### src/rtl/fifo_pkg.sv
package fifo_pkg;
    typedef enum logic {
        MODE_FWFT = 1'b0,
        MODE_STD  = 1'b1
    } fifo_mode_e;

    typedef enum logic {
        OS_VACANT = 1'b0,
        OS_LOADED = 1'b1
    } out_state_e;
endpackage

### src/rtl/fifo_store.sv
module fifo_store #(
    parameter int WIDTH = 36,
    parameter int DEPTH = 16,
    localparam int AW = $clog2(DEPTH)
) (
    input  logic             clk,
    input  logic             we,
    input  logic [AW-1:0]    waddr,
    input  logic [WIDTH-1:0] wdata,
    input  logic [AW-1:0]    raddr,
    output logic [WIDTH-1:0] rdata
);
    logic [WIDTH-1:0] mem [DEPTH];

    always_ff @(posedge clk) begin
        if (we) mem[waddr] <= wdata;
    end

    assign rdata = mem[raddr];
endmodule

### src/rtl/fifo_level.sv
module fifo_level #(
    parameter int DEPTH = 16,
    localparam int AW = $clog2(DEPTH),
    localparam int CW = $clog2(DEPTH + 2)
) (
    input  logic          clk,
    input  logic          rst_n,
    input  logic          push,
    input  logic          pop,
    output logic [AW-1:0] wptr,
    output logic [AW-1:0] rptr,
    output logic [CW-1:0] mem_cnt
);
    always_ff @(posedge clk) begin
        if (!rst_n) begin
            wptr    <= '0;
            rptr    <= '0;
            mem_cnt <= '0;
        end else begin
            if (push) wptr <= wptr + AW'(1);
            if (pop)  rptr <= rptr + AW'(1);
            unique case ({push, pop})
                2'b10:   mem_cnt <= mem_cnt + CW'(1);
                2'b01:   mem_cnt <= mem_cnt - CW'(1);
                default: mem_cnt <= mem_cnt;
            endcase
        end
    end


    no_overflow_chk: assert property (@(posedge clk) disable iff (!rst_n)
        push |-> (mem_cnt != CW'(DEPTH)));


    no_underflow_chk: assert property (@(posedge clk) disable iff (!rst_n)
        pop |-> (mem_cnt != '0));


    balanced_level_chk: assert property (@(posedge clk) disable iff (!rst_n)
        (push && pop) |=> $stable(mem_cnt));
endmodule

### src/rtl/fifo_outstage.sv
module fifo_outstage
    import fifo_pkg::*;
#(
    parameter int WIDTH = 36
) (
    input  logic             clk,
    input  logic             rst_n,
    input  fifo_mode_e       mode,
    input  logic             rd_en,
    input  logic             mem_has,
    input  logic [WIDTH-1:0] mem_word,
    output logic             pop,
    output logic [WIDTH-1:0] data_q,
    output logic             out_ready,
    output logic             holding
);
    out_state_e state, nxt;

    // state register
    always_ff @(posedge clk) begin
        if (!rst_n) state <= OS_VACANT;
        else        state <= nxt;
    end

    // next state and pop decision
    always_comb begin
        nxt = state;
        pop = 1'b0;
        if (mode == MODE_STD) begin
            pop = rd_en && mem_has;
            nxt = OS_VACANT;
        end else begin
            unique case (state)
                OS_VACANT: begin
                    if (mem_has) begin
                        pop = 1'b1;
                        nxt = OS_LOADED;
                    end
                end
                OS_LOADED: begin
                    if (rd_en) begin
                        pop = mem_has;
                        nxt = mem_has ? OS_LOADED : OS_VACANT;
                    end
                end
                default: nxt = OS_VACANT;
            endcase
        end
    end

    // output register
    always_ff @(posedge clk) begin
        if (!rst_n)   data_q <= '0;
        else if (pop) data_q <= mem_word;
    end

    assign holding   = (state == OS_LOADED);
    assign out_ready = (mode == MODE_STD) ? mem_has : holding;


    std_vacant_chk: assert property (@(posedge clk) disable iff (!rst_n)
        (mode == MODE_STD) |=> (state == OS_VACANT));


    fwft_hold_chk: assert property (@(posedge clk) disable iff (!rst_n)
        (mode == MODE_FWFT && holding && !rd_en) |=> (holding && $stable(data_q)));


    idle_read_chk: assert property (@(posedge clk) disable iff (!rst_n)
        (!out_ready && !mem_has) |=> $stable(data_q));
endmodule

### src/rtl/dual_mode_fifo.sv
module dual_mode_fifo
    import fifo_pkg::*;
#(
    parameter int WIDTH = 36,
    parameter int DEPTH = 16,
    localparam int AW = $clog2(DEPTH),
    localparam int CW = $clog2(DEPTH + 2)
) (
    input  logic             clk,
    input  logic             rst_n,
    input  logic             mode_std,
    input  logic             wr_en,
    input  logic [WIDTH-1:0] wr_data,
    input  logic             rd_en,
    output logic [WIDTH-1:0] rd_data,
    output logic             rd_rdy,
    output logic             wr_rdy,
    input  logic [CW-1:0]    ae_off,
    input  logic [CW-1:0]    af_off,
    output logic             ae_n,
    output logic             af_n
);
    fifo_mode_e       mode_q;
    logic             push, pop, holding, mem_has;
    logic [AW-1:0]    wptr, rptr;
    logic [CW-1:0]    mem_cnt, stored, free_slots;
    logic [WIDTH-1:0] mem_word;

    always_ff @(posedge clk) begin
        if (!rst_n) mode_q <= fifo_mode_e'(mode_std);
    end

    assign mem_has = (mem_cnt != '0);
    assign wr_rdy  = (mem_cnt < CW'(DEPTH));
    assign push    = wr_en && wr_rdy;

    fifo_store #(.WIDTH(WIDTH), .DEPTH(DEPTH)) u_store (
        .clk   (clk),
        .we    (push),
        .waddr (wptr),
        .wdata (wr_data),
        .raddr (rptr),
        .rdata (mem_word)
    );

    fifo_level #(.DEPTH(DEPTH)) u_level (
        .clk     (clk),
        .rst_n   (rst_n),
        .push    (push),
        .pop     (pop),
        .wptr    (wptr),
        .rptr    (rptr),
        .mem_cnt (mem_cnt)
    );

    fifo_outstage #(.WIDTH(WIDTH)) u_out (
        .clk       (clk),
        .rst_n     (rst_n),
        .mode      (mode_q),
        .rd_en     (rd_en),
        .mem_has   (mem_has),
        .mem_word  (mem_word),
        .pop       (pop),
        .data_q    (rd_data),
        .out_ready (rd_rdy),
        .holding   (holding)
    );

    assign stored     = mem_cnt + CW'(holding);
    assign free_slots = CW'(DEPTH) - mem_cnt;
    assign ae_n       = !(stored <= ae_off);
    assign af_n       = !(free_slots <= af_off);


    reset_clear_chk: assert property (@(posedge clk)
        !rst_n |=> (rd_data == '0 && !rd_rdy));


    full_af_chk: assert property (@(posedge clk) disable iff (!rst_n)
        !wr_rdy |-> !af_n);


    empty_ae_chk: assert property (@(posedge clk) disable iff (!rst_n)
        !rd_rdy |-> (!ae_n || (mode_q == MODE_STD) == 1'b0));


    mode_hold_chk: assert property (@(posedge clk) disable iff (!rst_n)
        rst_n |=> $stable(mode_q));
endmodule

### config.mk
export PLATFORM = sky130hd
export DESIGN_NAME = dual_mode_fifo
export DESIGN_NICKNAME = d
export VERILOG_FILES = /design/src/rtl/fifo_pkg.sv /design/src/rtl/fifo_store.sv /design/src/rtl/fifo_level.sv /design/src/rtl/fifo_outstage.sv /design/src/rtl/dual_mode_fifo.sv
export SDC_FILE = /design/constraint.sdc
export NUM_CORES = 1
export LEC_CHECK = 0
export ABC_CLOCK_PERIOD_IN_PS = 13950
export CAP_MARGIN = 20
export CORE_MARGIN = 2
export CORE_UTILIZATION = 54
export CTS_BUF_LIST = sky130_fd_sc_hd__clkbuf_4
export DETAILED_ROUTE_END_ITERATION = 10
export DONT_BUFFER_PORTS = 1
export HOLD_SLACK_MARGIN = 0.08
export PLACE_DENSITY = 0.71
export SLEW_MARGIN = 10
export SYNTH_ARGS = -nofsm -noshare
export SYNTH_HDL_FRONTEND = slang
export SYNTH_HIERARCHICAL = 1
export SYNTH_SLANG_ARGS = --single-unit
### constraint.sdc
create_clock -name clk -period 13.95 [get_ports clk]
set_input_delay 2.79 -clock clk [delete_from_list [all_inputs] [get_ports clk]]
set_output_delay 2.79 -clock clk [all_outputs]
set_load 0.02 [all_outputs]
* Yosys cells after proc, flatten, opt, wreduce, memory -nomap -nowiden
Memories as Yosys holds them, arrays and structs flattened. A register that Yosys moved wholly into a read port is not among the register bits.
Cells that the tools add are included.
** Word-level totals
- Flip-flop bits (word level) :: 15
- Bits in writable memories :: 576
- Output and inout bits :: 40
- Logic and storage cells :: 37
- Memories :: 1
** Memories
- u_store.mem :: depth 16, bits a word 36, read ports 1, clocked after Yosys merged registers in 1, write ports 1, line fifo_store.sv:13 : logic [WIDTH-1:0] mem [DEPTH];
** Operators by class
- Add/sub/neg operators :: 6
- Magnitude comparators :: 3
- Eq/ne operators :: 2
- Muxes and demuxes :: 10
- Bitwise operators :: 2
- Reductions and logical operators :: 8
** Operator list (count)
- $le 5x5->1 :: 2
- $pmux 5 s2 :: 1
- $add 4x1->4 const B :: 2
- $mux 1 :: 7
- $add 5x1->5 :: 1
- $add 5x1->5 const B :: 1
- $lt 5x5->1 const B :: 1
- $reduce_bool 5->1 :: 1
- $sub 5x1->5 const B :: 1
- $sub 5x5->5 const A :: 1
- $pmux 1 s2 :: 2
- $logic_not 1->1 :: 3
- $eq 2x1->1 const B :: 1
- $eq 2x2->1 const B :: 1
- $logic_and 1x1->1 :: 2
- $not 1->1 :: 2
- $reduce_bool 2->1 :: 1
- $reduce_or 2->1 :: 1

* Longest topological paths before layout
Gate-level depths: netlist (run 1).
- Word-level depth :: 6
- Gate-level depth with buffers :: 16
- Gate-level depth less buffers :: 14

* Cells and area by module
Netlist (run 1), hierarchy kept.
** By module, submodules not included
- fifo_store :: times used 1, cells an instance 902, area each 21599.5 sq um
- fifo_outstage :: times used 1, cells an instance 163, area each 1512.7 sq um
- fifo_level :: times used 1, cells an instance 72, area each 713.2 sq um
- dual_mode_fifo :: times used 1, cells an instance 58, area each 457.9 sq um

* Least setup slack after synthesis (run 1)
No wires, ideal clock.
- Path kind :: input-to-reg
- Start point :: in wr_en
- End point :: mem u_store.mem[0][0], enable pin
- Data arrival time :: 6.046 ns
- Required time :: 13.476 ns
- Path slack :: 7.430 ns
- Stages :: 3
- Path through :: and2_1 or3b_2 nor3_1
** Between the ends
- Word-level cells in the longest chain between the ends :: 3
** RTL lines
- start, declared :: line dual_mode_fifo.sv:12 : input logic wr_en,
- $logic_and 1x1->1 :: line dual_mode_fifo.sv:35 : assign push = wr_en && wr_rdy;
- $mux 1 :: line fifo_store.sv:16 : if (we) mem[waddr] <= wdata;
- $mux 1 (implied by the code) :: line fifo_store.sv:16
- end, declared :: line fifo_store.sv:13
Every way passes these cells.

* Worst setup path in the final report (run 1)
- Start point :: in af_off[4]
- End point :: out af_n
** Between the ends
- Word-level cells in the longest chain between the ends :: 2
** RTL lines
- start, declared :: line dual_mode_fifo.sv:19 : input logic [CW-1:0] af_off,
- $le 5x5->1 :: line dual_mode_fifo.sv:72 : assign af_n = !(free_slots <= af_off);
- $logic_not 1->1 :: line dual_mode_fifo.sv:72
- end, declared :: line dual_mode_fifo.sv:21 : output logic af_n
Every way passes these cells.

==> results.cfg, run 1 <==
[outcome]
status = finished clean

[yosys]
ys.flop_type = edfxtp_1
yosysWarnings = 6
synth_area_leaders = edfxtp_1 (71%), mux4_2 (13%), dfxtp_1 (4.1%)
synth_edf_count = 577
syn_area_per_cell_sq_um = 20.3
synth_fp_nets = 1267
synth-seq-cells = 627
synth_cell_type_count = 43
syn_inst = 1195
async_flop_share = 0
yosysTopAreaCell = edfxtp_1
netlist_area_sq_um = 24300
yosysSeqAreaShare = 0.755
synth_top_area_share = 0.714

[sta]
layout_min_cycle_time_ps = 6500
finalSetupTns_ps = 0
slew_headroom = 0.274
fin_ws_ps = 7450
drv_slew = 0
worstMarginPinSlew_ps = 1090
final.setup_skew_ps = 47.2
max_freq_ghz = 0.154
rsz0062_at_grt = no
finalHoldViolations = 0
fin_crit_sh = 0.466
setup_viol = 0

[power]
p_seq_frac = 0.484
p_switching_w = 0.00133
internal-power_w = 0.00352
leakagePower_nw = 8.81
pwr-share-clk = 0.324
p_per_area_nw_per_um2 = 179
sw_frac_of_total = 0.274
pwr-share-comb = 0.192
ir_drop_uv = 147

[route]
drtIter0Drc = 1082
vias = 12000
viasPerCell = 5.93
dr.pass1.iters = 5
drcViolationCount = 0
ant_nets = 0
post_drt_wl_per_cell_um = 24.6
routed_wl_um = 49800

[cells_and_area]
layout-area-overhead-vs-synth_pct = 11.6
mostFrequentLayoutCells = edfxtp_1 (577), clkbuf_4 (227), mux4_2 (144), nand2_1 (115), a22oi_1 (72)
final_common_cell = edfxtp_1
final-instance-count-excl-fill = 2022
fill_cells = 3155
drive_gt1_frac = 0.312
nets = 1386
final_core_util = 0.611

[clocking]
numClockSinks = 627
clkTransAtPathRegs_ps = 60
cts_tree = yes
cts_setup_buffers = 0
htree_levels = 4
cts_hold_buffers = 0
cts_buffer_depth = 3
insertion_delay_ps = 970
cts_inserted_buffers = 155
cts_resized = 0
cts-root-buf = clkbuf_4

[placement]
numPortBuffers = 0
dpl.hpwl_um = 25300
post-place-cells = 1748
place.gp.congestion = 0.744
dp_slack_ps = 7440

[global_routing]
track_usage = 0.222
antenna_found_initial = 1
grt_max_degree = 128
grt_pass1_vias = 12700
grt_overflow = 0
use_met1 = 0.290
top_usage_layer = met2
use_met2 = 0.359
grt_pass1_wl_um = 75600
use_met3 = 0.0588

[setup_path]
start_kind = input pin
end_kind = output pin
cp.arrival_ps = 3710
worst_ep_required_time_ps = 11160
max_stage_delay_ps = 300
path_cells = inv_1 > ha_1 > nand4_1 > o221ai_1 > o21a_1
cp_max_fo = 3
crit_type = in -> out
r2r_setup_slack_ps = 9980
critPathSlowestCell = ha_1

[floorplan]
rows = 77
die_w_um = 216
core_area_sq_um = 44300
die_h_um = 216
ios = 91
dieArea_sq_um = 46700
initial_core_util = 0.548

[run]
drv_cap = 0

[worst_hold_path]
hp-class = reg -> reg
==> path summary, 6_finish.rpt <==
check                             startpoint                       endpoint  depth (start not counted)
max                                af_off[4]                           af_n                          5
min                         mode_q$_DFFE_PN_       u_out/holding$_SDFF_PP0_                          1
max reg2reg  u_level/mem_cnt[1]$_SDFFE_PN0P_  u_store/mem[13][14]$_DFFE_PP_                          9
min reg2reg                 mode_q$_DFFE_PN_       u_out/holding$_SDFF_PP0_                          1
==> registers in the layout, indices dropped and copies added, names as in the netlist <==
name / cells
u_out/data_q: 36
u_store/mem: 576
u_level/wptr: 4
u_level/rptr: 4
u_level/mem_cnt: 5
mode_q: 1
u_out/holding: 1
==> stage by stage <==
| step | power, W | hold slack, ps | cell area [sq um] |
|---|---|---|---|
| floorplan | 0.00315 | 451 | 24300 |
| global placement | 0.00332 | 474 | 25000 |
| detailed placement | 0.00333 | 488 | 25000 |
| CTS | 0.00492 | 497 | 27100 |
| global route | 0.00509 | 519 | 27100 |
| finish | 0.00485 | 495 | 27100 |
==> cell families (layout without fill, tap and decap cells) <==
group,Yosys count,in the layout,synth area share
flip-flops,627,627,0.755
buffers and inverters,82,316,0.0185
XOR/XNOR,15,15,0.00541
AO/OA/AOI/OAI,93,93,0.0286
other,0,1,0
AND/OR/NAND/NOR,172,172,0.0313
multiplexers,185,185,0.151
adder cells (fa/ha/maj),21,21,0.0108
==> Yosys cell counts, drive strengths merged, types with 3 or more instances <==
| cell type | number |
|---|---|
| and2 | 9 |
| nor3 | 6 |
| nand4 | 4 |
| clkbuf | 29 |
| nand2b | 3 |
| nor2 | 16 |
| nand3 | 4 |
| ha | 21 |
| dfxtp | 50 |
| edfxtp | 577 |
| nand2 | 115 |
| xnor2 | 9 |
| o21a | 3 |
| a22oi | 72 |
| inv | 19 |
| nor2b | 5 |
| buf | 34 |
| mux4 | 144 |
| xor2 | 6 |
| a21oi | 7 |
| mux2i | 40 |
==> final cells by class <==
cell class / count / area (sq um) / area share
sequential: 627 / 18300 / 0.677
clock inverter: 45 / 370 / 0.0137
antenna: 1 / 2.50 / 0.0000924
timing repair buffer: 25 / 220 / 0.00813
inverter: 19 / 71.3 / 0.00263
clock buffer: 227 / 1700 / 0.0629
multi-input combinational: 486 / 5650 / 0.208
tap: 592 / 741 / 0.0273
==> power by group through the flow <==
stage	logic, W	registers (W)	clock network (W)
after floorplan	0.000812	0.00234	0
after global placement	0.000913	0.00240	0
after detailed placement	0.000925	0.00241	0
after CTS	0.000928	0.00237	0.00162
after global routing	0.00102	0.00236	0.00171
final	0.000929	0.00235	0.00157
==> metal layers <==
metal,part of all wire,up-vias
met1,0.40,6276
met4,0.018,0
met2,0.51,426
met5,0,-
li1,-,5221
met3,0.072,68
==> worst max-delay path: cells and delay by family <==
family                   cells  cell delay, ps
buffers and inverters        1              20
AO/OA/AOI/OAI                2             460
adder cells (fa/ha/maj)      1             300
AND/OR/NAND/NOR              1             130
Note: power is estimated with default switching activity, not from simulation.
==> run 2, diff against run 1 <==
--- a/config.mk
+++ b/config.mk
@@ -5,7 +5,7 @@
 export SDC_FILE = /design/constraint.sdc
 export NUM_CORES = 1
 export LEC_CHECK = 0
-export ABC_CLOCK_PERIOD_IN_PS = 13950
+export ABC_CLOCK_PERIOD_IN_PS = 5600
 export CAP_MARGIN = 20
 export CORE_MARGIN = 2
 export CORE_UTILIZATION = 54
@@ -13,7 +13,7 @@
 export DETAILED_ROUTE_END_ITERATION = 10
 export DONT_BUFFER_PORTS = 1
 export HOLD_SLACK_MARGIN = 0.08
-export PLACE_DENSITY = 0.71
+export PLACE_DENSITY = 0.74
 export SLEW_MARGIN = 10
 export SYNTH_ARGS = -nofsm -noshare
 export SYNTH_HDL_FRONTEND = slang
==> constraint.sdc (replaced) <==
create_clock -name clk -period 5.6 [get_ports clk]
set_input_delay 1.12 -clock clk [delete_from_list [all_inputs] [get_ports clk]]
set_output_delay 1.12 -clock clk [all_outputs]
set_load 0.02 [all_outputs]
==> run 2 against run 1 <==
  * Register-to-register slack got worse by 8400 ps
  * Clock power grew to 2.6 times the previous value
  * Worst setup slack worse by 6200 ps
  * Global-route usage about the same
  * Count of clock-buffer cells in the layout up 21
  * Largest cell class unchanged
  * Largest power group unchanged
==> results.cfg, run 2 (synthesis results as in run 1) <==
[global_routing]
top_usage_layer = met2
grt_pass1_vias = 13000
antenna_found_initial = 1
track_usage = 0.222
grt_overflow = 0
grt_max_degree = 91
use_met1 = 0.280
use_met2 = 0.367
grt_pass1_wl_um = 76200
use_met3 = 0.0626

[cells_and_area]
multi_input_area_sq_um = 5650
reg.largest.list = u_store/mem x576, u_out/data_q x36, u_level/mem_cnt x5
largest_reg_flops = 576
final_core_util = 0.615
nets = 1390
fill_cells = 3114
final_common_cell = edfxtp_1
drive_gt1_frac = 0.318
layout-area-overhead-vs-synth_pct = 12.3
largest_register = u_store/mem
mostFrequentLayoutCells = edfxtp_1 (577), clkbuf_4 (248), mux4_2 (144), nand2_1 (115), a22oi_1 (72)
seq_area_sq_um = 18300

[setup_path]
critPathBufInv = 2
r2r-end = u_store/mem[10][24]$_DFFE_PP_
cpLargestDelayFamily = adder cells
worst_ep_required_time_ps = 4480
cp.depth = 9
r2r_setup_slack_ps = 1630
cp_max_fo = 12
cp.arrival_ps = 3210
critPathSlowestCell = dfxtp_1
path_cells = inv_1 > ha_1 > nor3b_1 > ha_1 > inv_1 > ha_1 > nand4_1 > o221ai_1 > o21a_1
startpoint = u_level/mem_cnt[1]$_SDFFE_PN0P_
end_kind = output pin
crit_type = reg -> out
worst-r2r-cell-count = 9
endpoint = af_n
crit_top_cell = ha_1
r2r-start = u_level/mem_cnt[1]$_SDFFE_PN0P_
start_kind = flop
max_stage_delay_ps = 580

[clocking]
cts-root-buf = clkbuf_4
htree_levels = 4
cts_buffer_depth = 3
cts_inserted_buffers = 158
cts_setup_buffers = 0
clkTransAtPathRegs_ps = 60
insertion_delay_ps = 940
cts_hold_buffers = 0
cts_resized = 0
cts_tree = yes
numClockSinks = 627

[power]
p_per_area_nw_per_um2 = 448
pwr-share-clk = 0.329
p_seq_frac = 0.481
sw_frac_of_total = 0.277
p_switching_w = 0.00338
ir_drop_uv = 270
internal-power_w = 0.00884
pwr-share-comb = 0.191
leakagePower_nw = 8.89
finalPower_w = 0.0122

[floorplan]
core_area_sq_um = 44300
initial_core_util = 0.548
die_w_um = 216
die_h_um = 216
rows = 77
ios = 91
dieArea_sq_um = 46700

[sta]
finalSetupTns_ps = 0
rsz0062_at_grt = no
layout_min_cycle_time_ps = 4330
worstMarginPinSlew_ps = 1000
setup_viol = 0
fin_ws_ps = 1270
fin_crit_sh = 0.773
drv_slew = 0
final.setup_skew_ps = 53.2
slew_headroom = 0.333
finalHoldViolations = 0
max_freq_ghz = 0.231

[placement]
dp_slack_ps = 1640
place.gp.congestion = 0.773
dpl.hpwl_um = 28300
numPortBuffers = 0

[route]
post_drt_wl_per_cell_um = 24.2
routed_wl_um = 49400
ant_nets = 0
viasPerCell = 5.84
vias = 11900
drtIter0Drc = 1160
dr.pass1.iters = 5
drcViolationCount = 0

[worst_hold_path]
hp-class = in -> reg
worstHoldPathCells = 0

[outcome]
status = finished clean

[run]
drv_cap = 0
## run 2: cell types whose count changed in the layout (fill, tap and decap cells not counted)
cell,before,now
clkinv_4,0,1
clkinv_2,5,2
inv_2,4,2
clkbuf_4,227,248
buf_4,23,18
buf_12,1,7
clkinv_1,26,30
clkinvlp_4,3,2
bufinv_16,7,5
## run 2: power groups by stage
stage               registers, W  logic, W  clock network, W
finish                   0.00588   0.00233           0.00402
detailed placement       0.00599   0.00237                 0
global placement         0.00597   0.00231                 0
global route             0.00592   0.00254           0.00438
floorplan                0.00582   0.00202                 0
CTS                      0.00589   0.00238           0.00414
## run 2: area by class of cell
class                           instances  area share
Clock inverter                         42      0.0112
Tap cell                              592      0.0272
Inverter                               19     0.00262
Timing Repair Buffer                   26      0.0111
Clock buffer                          248      0.0683
Sequential cell                       627       0.672
Antenna cell                            1   0.0000918
Multi-Input combinational cell        486       0.207
## run 2: worst min-delay path by stage
stage	start	end
after floorplan	mode_q$_DFFE_PN_	u_out/holding$_SDFF_PP0_
after global placement	mode_q$_DFFE_PN_	u_out/holding$_SDFF_PP0_
after detailed placement	mode_q$_DFFE_PN_	u_out/holding$_SDFF_PP0_
after CTS	wr_data[1]	u_store/mem[8][1]$_DFFE_PP_
after global routing	wr_data[1]	u_store/mem[13][1]$_DFFE_PP_
final	wr_data[1]	u_store/mem[8][1]$_DFFE_PP_
## run 2: routing by layer
metal,part of all wire,vias to the layer above,wire (um)
li1,-,5242,-
met1,0.40,6125,19700
met2,0.51,471,25000
met3,0.073,77,3610
met4,0.023,0,1160
met5,0,-,0
## run 2: worst register-to-register path: cells and delay by family (launching register included)
kind / cells / cell delay (ps)
AOI/OAI and AO/OA: 1 / 290
buffers and inverters: 2 / 550
adders and majority gates: 2 / 450
and+or+nand+nor: 4 / 1720
DFF: 1 / 580
## run 2: stage by stage
stage / hold WS, ps / instance area (sq um) / instances
6_report: 271 / 27300 / 2041
5_1_grt: 158 / 27300 / 2041
4_1_cts: 111 / 27200 / 2039
3_5_place_dp: 484 / 25100 / 1749
3_3_place_gp: 476 / 25000 / 1744
2_1_floorplan: 451 / 24300 / 1195
